### config.mk
export PLATFORM = sky130hd
export DESIGN_NAME = req_hold_buf
export DESIGN_NICKNAME = d
export VERILOG_FILES = /design/src/rtl/rqb_pkg.sv /design/src/rtl/rqb_ctrl.sv /design/src/rtl/rqb_store.sv /design/src/rtl/req_hold_buf.sv
export SDC_FILE = /design/constraint.sdc
export NUM_CORES = 1
export LEC_CHECK = 0
export BUFFER_PORTS_ARGS = -buffer_cell sky130_fd_sc_hd__buf_2
export CAP_MARGIN = 10
export CORE_MARGIN = 8
export CORE_UTILIZATION = 40
export CTS_BUF_LIST = sky130_fd_sc_hd__clkbuf_8 sky130_fd_sc_hd__clkbuf_16
export CTS_CLUSTER_DIAMETER = 50
export DETAILED_ROUTE_END_ITERATION = 10
export GPL_ROUTABILITY_DRIVEN = 0
export HOLD_SLACK_MARGIN = 0.06
export PLACE_DENSITY = 0.66
export SETUP_SLACK_MARGIN = 0.02
export SLEW_MARGIN = 20
export SYNTH_ARGS = -nofsm -noshare
export SYNTH_HDL_FRONTEND = slang
export SYNTH_HIERARCHICAL = 1
export SYNTH_SLANG_ARGS = --single-unit
### constraint.sdc
create_clock -name clk -period 13.1 [get_ports clk]
set_clock_uncertainty 0.1 [all_clocks]
set_input_delay 0 -clock clk [delete_from_list [all_inputs] [get_ports clk]]
set_output_delay 0 -clock clk [all_outputs]
set_load 0.02 [all_outputs]
### src/rtl/rqb_pkg.sv
package rqb_pkg;
  localparam int ADDR_W = 16;
  localparam int DATA_W = 32;
  localparam int BE_W   = DATA_W / 8;
  localparam int OP_W   = 4;
  localparam int TAG_W  = 3;

  typedef enum logic {UNIT_LOAD = 1'b0, UNIT_STORE = 1'b1} unit_e;

  typedef struct packed {
    logic [ADDR_W-1:0] addr;
    logic [DATA_W-1:0] operand;
    logic [BE_W-1:0]   byteEn;
    unit_e             unit;
    logic [OP_W-1:0]   opcode;
    logic [TAG_W-1:0]  tag;
  } req_rec_t;

  // control -> datapath strobes
  typedef struct packed {
    logic push;    // write incoming request into the FIFO
    logic fifoPop; // retire the FIFO head
    logic bypass;  // present the incoming request directly
  } rqb_strobe_t;
endpackage

### src/rtl/rqb_ctrl.sv
module rqb_ctrl
  import rqb_pkg::*;
#(
  parameter int DEPTH = 2
) (
  input  logic        clk,
  input  logic        rstN,
  input  logic        reqValid,
  input  unit_e       reqUnit,
  input  logic        loadReady,
  input  logic        storeReady,
  input  logic        loadPop,
  input  logic        storePop,
  input  unit_e       headUnit,
  output rqb_strobe_t strobe,
  output logic        reqReady,
  output logic        outValid
);
  localparam int CW = $clog2(DEPTH + 1);

  logic [CW-1:0] count;
  logic          fifoEmpty;
  logic          unitReady;
  logic          popHit;

  assign fifoEmpty = (count == '0);
  assign reqReady  = (count != CW'(DEPTH));
  assign unitReady = (reqUnit == UNIT_STORE) ? storeReady : loadReady;

  always_comb begin
    strobe.bypass = fifoEmpty && reqValid && unitReady;
    outValid      = !fifoEmpty || strobe.bypass;
    popHit        = outValid && ((headUnit == UNIT_STORE) ? storePop : loadPop);
    // a bypassed request that is popped at once never occupies storage
    strobe.push    = reqValid && reqReady && !(strobe.bypass && popHit);
    strobe.fifoPop = popHit && !strobe.bypass;
  end

  always_ff @(posedge clk or negedge rstN) begin
    if (!rstN) begin
      count <= '0;
    end else begin
      count <= count + CW'(strobe.push) - CW'(strobe.fifoPop);
    end
  end
endmodule

### src/rtl/rqb_store.sv
module rqb_store
  import rqb_pkg::*;
#(
  parameter int DEPTH = 2
) (
  input  logic        clk,
  input  logic        rstN,
  input  rqb_strobe_t strobe,
  input  req_rec_t    inRec,
  output req_rec_t    outRec
);
  localparam int PW = (DEPTH > 1) ? $clog2(DEPTH) : 1;

  req_rec_t        slots [DEPTH];
  logic [PW-1:0]   wrPtr;
  logic [PW-1:0]   rdPtr;

  function automatic logic [PW-1:0] nextPtr(input logic [PW-1:0] p);
    return (p == PW'(DEPTH - 1)) ? '0 : p + PW'(1);
  endfunction

  assign outRec = strobe.bypass ? inRec : slots[rdPtr];

  always_ff @(posedge clk or negedge rstN) begin
    if (!rstN) begin
      wrPtr <= '0;
      rdPtr <= '0;
    end else begin
      if (strobe.push)    wrPtr <= nextPtr(wrPtr);
      if (strobe.fifoPop) rdPtr <= nextPtr(rdPtr);
    end
  end

  for (genvar i = 0; i < DEPTH; i++) begin : g_slot
    always_ff @(posedge clk) begin
      if (strobe.push && (wrPtr == PW'(i))) slots[i] <= inRec;
    end
  end
endmodule

### src/rtl/req_hold_buf.sv
module req_hold_buf
  import rqb_pkg::*;
#(
  parameter int DEPTH = 2
) (
  input  logic              clk,
  input  logic              rstN,
  input  logic              reqValid,
  input  logic [ADDR_W-1:0] reqAddr,
  input  logic [DATA_W-1:0] reqOperand,
  input  logic [BE_W-1:0]   reqByteEn,
  input  logic              reqUnit,
  input  logic [OP_W-1:0]   reqOpcode,
  input  logic [TAG_W-1:0]  reqTag,
  input  logic              loadReady,
  input  logic              storeReady,
  input  logic              loadPop,
  input  logic              storePop,
  output logic              reqReady,
  output logic              outValid,
  output logic [ADDR_W-1:0] outAddr,
  output logic [DATA_W-1:0] outOperand,
  output logic [BE_W-1:0]   outByteEn,
  output logic              outUnit,
  output logic [OP_W-1:0]   outOpcode,
  output logic [TAG_W-1:0]  outTag
);
  req_rec_t    inRec;
  req_rec_t    outRec;
  rqb_strobe_t strobe;

  assign inRec = '{addr: reqAddr, operand: reqOperand, byteEn: reqByteEn,
                   unit: unit_e'(reqUnit), opcode: reqOpcode, tag: reqTag};

  rqb_ctrl #(.DEPTH(DEPTH)) u_ctrl (
    .clk        (clk),
    .rstN       (rstN),
    .reqValid   (reqValid),
    .reqUnit    (unit_e'(reqUnit)),
    .loadReady  (loadReady),
    .storeReady (storeReady),
    .loadPop    (loadPop),
    .storePop   (storePop),
    .headUnit   (outRec.unit),
    .strobe     (strobe),
    .reqReady   (reqReady),
    .outValid   (outValid)
  );

  rqb_store #(.DEPTH(DEPTH)) u_store (
    .clk    (clk),
    .rstN   (rstN),
    .strobe (strobe),
    .inRec  (inRec),
    .outRec (outRec)
  );

  assign outAddr    = outRec.addr;
  assign outOperand = outRec.operand;
  assign outByteEn  = outRec.byteEn;
  assign outUnit    = outRec.unit;
  assign outOpcode  = outRec.opcode;
  assign outTag     = outRec.tag;
endmodule

# [Yosys cells after proc, flatten, opt, wreduce, memory -nomap -nowiden]
# Memory sizes are Yosys's and may differ from the RTL's.
# Cells that the tools add are included.
# Widths: inputs -> output; s select.
[totals] ram_bits=120 register_bits=4 memories=1
[classes] reduce_logical=15 n_eq_ne=1 bitwise=1 muxes=12 add_sub_neg=4
[memory_table] name="u_store.slots" depth=2 width=60 read_ports=1 rd_clocked_by_memory_dff=0 wr=1 line_no="rqb_store.sv:14" text="req_rec_t slots [DEPTH];"
[ops] operator="$mux 60" count=2
[ops] operator="$reduce_or 60->1" count=1
[ops] operator="$mux 1" count=10
[ops] operator="$logic_and 1x1->1" count=9
[ops] operator="$logic_not 1->1" count=3
[ops] operator="$add 1x1->1 const B" count=2
[ops] operator="$add 2x1->2" count=1
[ops] operator="$logic_not 2->1" count=1
[ops] operator="$ne 2x2->1 const B" count=1
[ops] operator="$sub 2x1->2" count=1
[ops] operator="$logic_or 1x1->1" count=1
[ops] operator="$not 1->1" count=1

# [Longest topological paths before layout]
[logic_depth] depth_word=14 ltp_mapped=13 mapped_depth_nobuf=11

# [Hierarchy]
# The synthesis kept the hierarchy.
[by_module_without_submodules] mod="rqb_store" area_each_um2=4973.5 cells_each=326 seq_area_each_um2=3653.5 instances=1
[by_module_without_submodules] mod="rqb_ctrl" area_each_um2=177.7 cells_each=18 seq_area_each_um2=50.0 instances=1

# [Worst setup path before layout]
# OpenSTA, ideal clock, no wires.
[synth_path] path_type="register to register" start="register u_ctrl.count[1]" end="memory u_store/slots[0][0] in the netlist's numbering (enable)" setup_slack_ps=7972 path_stages_with_launch=10 arrival_ps=4543 cell_sequence="dfrtp_1 > nor2_1 > and3_1 > buf_2 > buf_2 > nand2_1 > o21ai_1 > mux2i_1 > o311a_1 > nor2b_1"
[synth_rtl] item="from (decl)" line_no="rqb_ctrl.sv:21" text="logic [CW-1:0] count;"
[synth_rtl] item="from (signal assigned)" line_no="rqb_ctrl.sv:43" text="count <= count + CW'(strobe.push) - CW'(strobe.fifoPop);"
[synth_rtl] item="to (decl)" line_no="rqb_store.sv:14"

==> metrics.cfg <==
[cts]
cts_max_level=4
ctsLongestPathBuffers=2
cts_root_buf=clkbuf_16
cts_setup_buffers=0
numCtsBuffers=17
cts_tree=built
cts.sinks=124
insertion_delay_ns=0.39
clkTransAtPathRegs_ns=0.05

[worst_setup_path]
critPathArrivalTime_ns=3.79
endpoint_kind=flip-flop
rr_startpoint=u_ctrl/count[1]
required_ns=13.03
critPathKind=reg -> reg
r2r_cells=9
crit_start=u_ctrl/count[1]
critPathLaunchType=flip-flop
r2r-end=u_store/slots[0][1]
reg2reg_slack_ns=9.24
cp_max_fo=62

[worst_hold_path]
min_to=u_store/wrPtr
hold_class=in -> reg
whs_path_depth=4
worstHoldStart=loadReady

[synthesis]
synth_top_area_share_pct=70.0
synthArstFlopShare_pct=3.23
synth.net_count=413
syn-instance-count=344
synth_area_leaders=edfxtp_1 70%, mux2i_1 12%, o21ai_1 5.7%, nand2_1 4.4%, dfrtp_1 1.9%
synth_top_area_cell=edfxtp_1
ys_types=23
synth_ff_type=edfxtp_1
netlist_top_cells_count=120 x edfxtp_1, 62 x mux2i_1, 60 x nand2_1
yosys_warnings=6
synth_area_per_cell_um2=15.0
ys_seq_elements=124
ys_seq_area_share_pct=71.9
syn_area_um2=5150
post-synth-top-count-cell=edfxtp_1
synth_edf_count=120

[sta]
finalHoldViolCount=0
tns_ns=0
slew_viol_final=0
worst-slew-pin-transition_ns=1.07
finalCriticalPeriod_ns=3.86
setup_violations=0
relSlewSlack_pct=28.8
fmax_ghz=0.259
rsz0062_at_grt=no
period_share_pct=29.5

[power_and_ir_drop]
intPower_mw=1.03
power.leakage_nw=2.78
power_mw=1.57
cellPowerDensity_nw_per_um2=221
p_clk_share_pct=27.5
switching_share_pct=34.7
p_switching_mw=0.544
power_frac_comb_pct=33.0
seqPwrFrac_pct=39.4
irDropWorstVdd_mv=0.116

[drt]
wire_per_inst_um=15.2
totalWireLength_um=11000
drt_iter0_markers=144
ant_nets=0
drt-met1-wl_um=4560
met2_length_um=5550
drt_first_pass_iters=5
met3_length_um=792
num_vias=3329
top_layer=met4
drc=0
via_per_inst=4.61

[placement]
dp_cells=626
io_buffers=128
hpwl_um=6890

[grt]
grt_max_degree=121
track_usage_pct=13.4
antenna_found_initial=0
grt-ovfl-total=0
grt_pass1_wl_um=17400
grt_pass1_vias=3582

[final_layout]
diodes=0
final_util_pct=56.3
synthToLayoutAreaGrowth_pct=37.9
nets=608
instances_no_fill=722
nFillCells=1062
layout-drive-gt1-share_pct=30.0

[flow_run]
maxCapViolations=0

[floorplanning]
core_area_um2=12600
initial_utilization_pct=40.8
die_h_um=129
die_area_um2=16800
die_w_um=129
io_pins=129
num_rows=41

[status]
status=finished clean

==> sequential cells by signal (all words and copies together), names as in the netlist <==
signal         flops
u_ctrl/count       2
u_store/rdPtr      1
u_store/wrPtr      1
u_store/slots    120
==> per-stage QoR <==
step / cell area (um2) / hold WS (ns) / worst slack (ns)
after global routing: 7100 / 0.177 / 8.85
after global placement: 5880 / -0.288 / 9.21
after CTS: 7080 / 0.106 / 9.10
after detailed placement: 5880 / -0.287 / 9.09
after floorplan: 5150 / -0.396 / 7.97
final: 7100 / 0.137 / 9.24
==> worst max-delay path by stage <==
stage	endpoint	slack (ns)	cells after the start
finish	u_store/slots[0][1]	9.24	9
detailed placement	u_store/slots[0][36]	9.09	8
floorplan	u_store/slots[0][0]	7.97	9
global placement	u_store/slots[0][36]	9.21	8
global route	u_store/slots[0][1]	8.85	9
CTS	u_store/slots[0][1]	9.10	8
==> layout make-up <==
| cell class | instances | area, um2 | area share (%) |
|---|---|---|---|
| Clock buffer | 17 | 425 | 5.99 |
| Clock inverter | 13 | 130 | 1.83 |
| Inverter | 2 | 7.51 | 0.106 |
| Multi-Input combinational cell | 198 | 1290 | 18.2 |
| Sequential cell | 124 | 3710 | 52.2 |
| Tap cell | 172 | 215 | 3.03 |
| Timing Repair Buffer | 196 | 1330 | 18.7 |
==> per-layer routing <==
metal | track usage, % | vias up
met2 | 22.3 | 105
met4 | 4.64 | 0
met3 | 5.09 | 6
met1 | 15.5 | 1546
li1 | - | 1672
met5 | 0 | -
==> what timing repair did <==
item                                   CTS  global route
gates resized for setup                  0             0
endpoints found under the hold margin  127             0
hold buffers                            65             0
==> power groups by stage <==
stage                     sequential, mW  clock, mW  combinational (mW)
after detailed placement           0.628          0               0.508
final                              0.618      0.432               0.518
after global routing               0.631      0.457               0.565
after CTS                          0.621      0.443               0.525
after floorplan                    0.579          0               0.408
after global placement             0.623          0               0.503
==> critical path: stages, from the launching register on <==
cell and delay, ns:
dfrtp_1 0.41, nor2_1 0.18, and3_4 0.61, buf_12 0.31, nand2_1 0.08, o21ai_1 0.12
mux2i_1 0.24, o311a_1 0.26, nor2b_4 0.56, buf_4 0.58
==> placed cells by master (no fill, tap or decap), types with 2 or more instances in the layout <==
cell / instances
buf_2: 128
edfxtp_1: 120
dlygate4sd3_1: 65
mux2i_1: 62
nand2_1: 60
o21ai_1: 59
clkbuf_16: 17
clkinvlp_4: 4
clkinv_2: 3
inv_1: 3
dfrtp_1: 3
clkinv_4: 2
bufinv_16: 2
nor2_1: 2
xnor2_1: 2
ha_1: 2
xor2_1: 2
buf_4: 2
==> logic make-up (layout without fill, tap and decap cells) <==
kind of cell,after synthesis,in the layout,share of synthesized area [%]
AO/OA/AOI/OAI,62,62,6.19
XOR/XNOR,4,4,0.680
adder cells (fa/ha/maj),2,2,0.486
buffers and inverters,22,228,3.33
flip-flops,124,124,71.9
multiplexers,63,63,12.3
AND/OR/NAND/NOR,67,67,5.15
No activity file was read; power rests on OpenSTA's default activity.
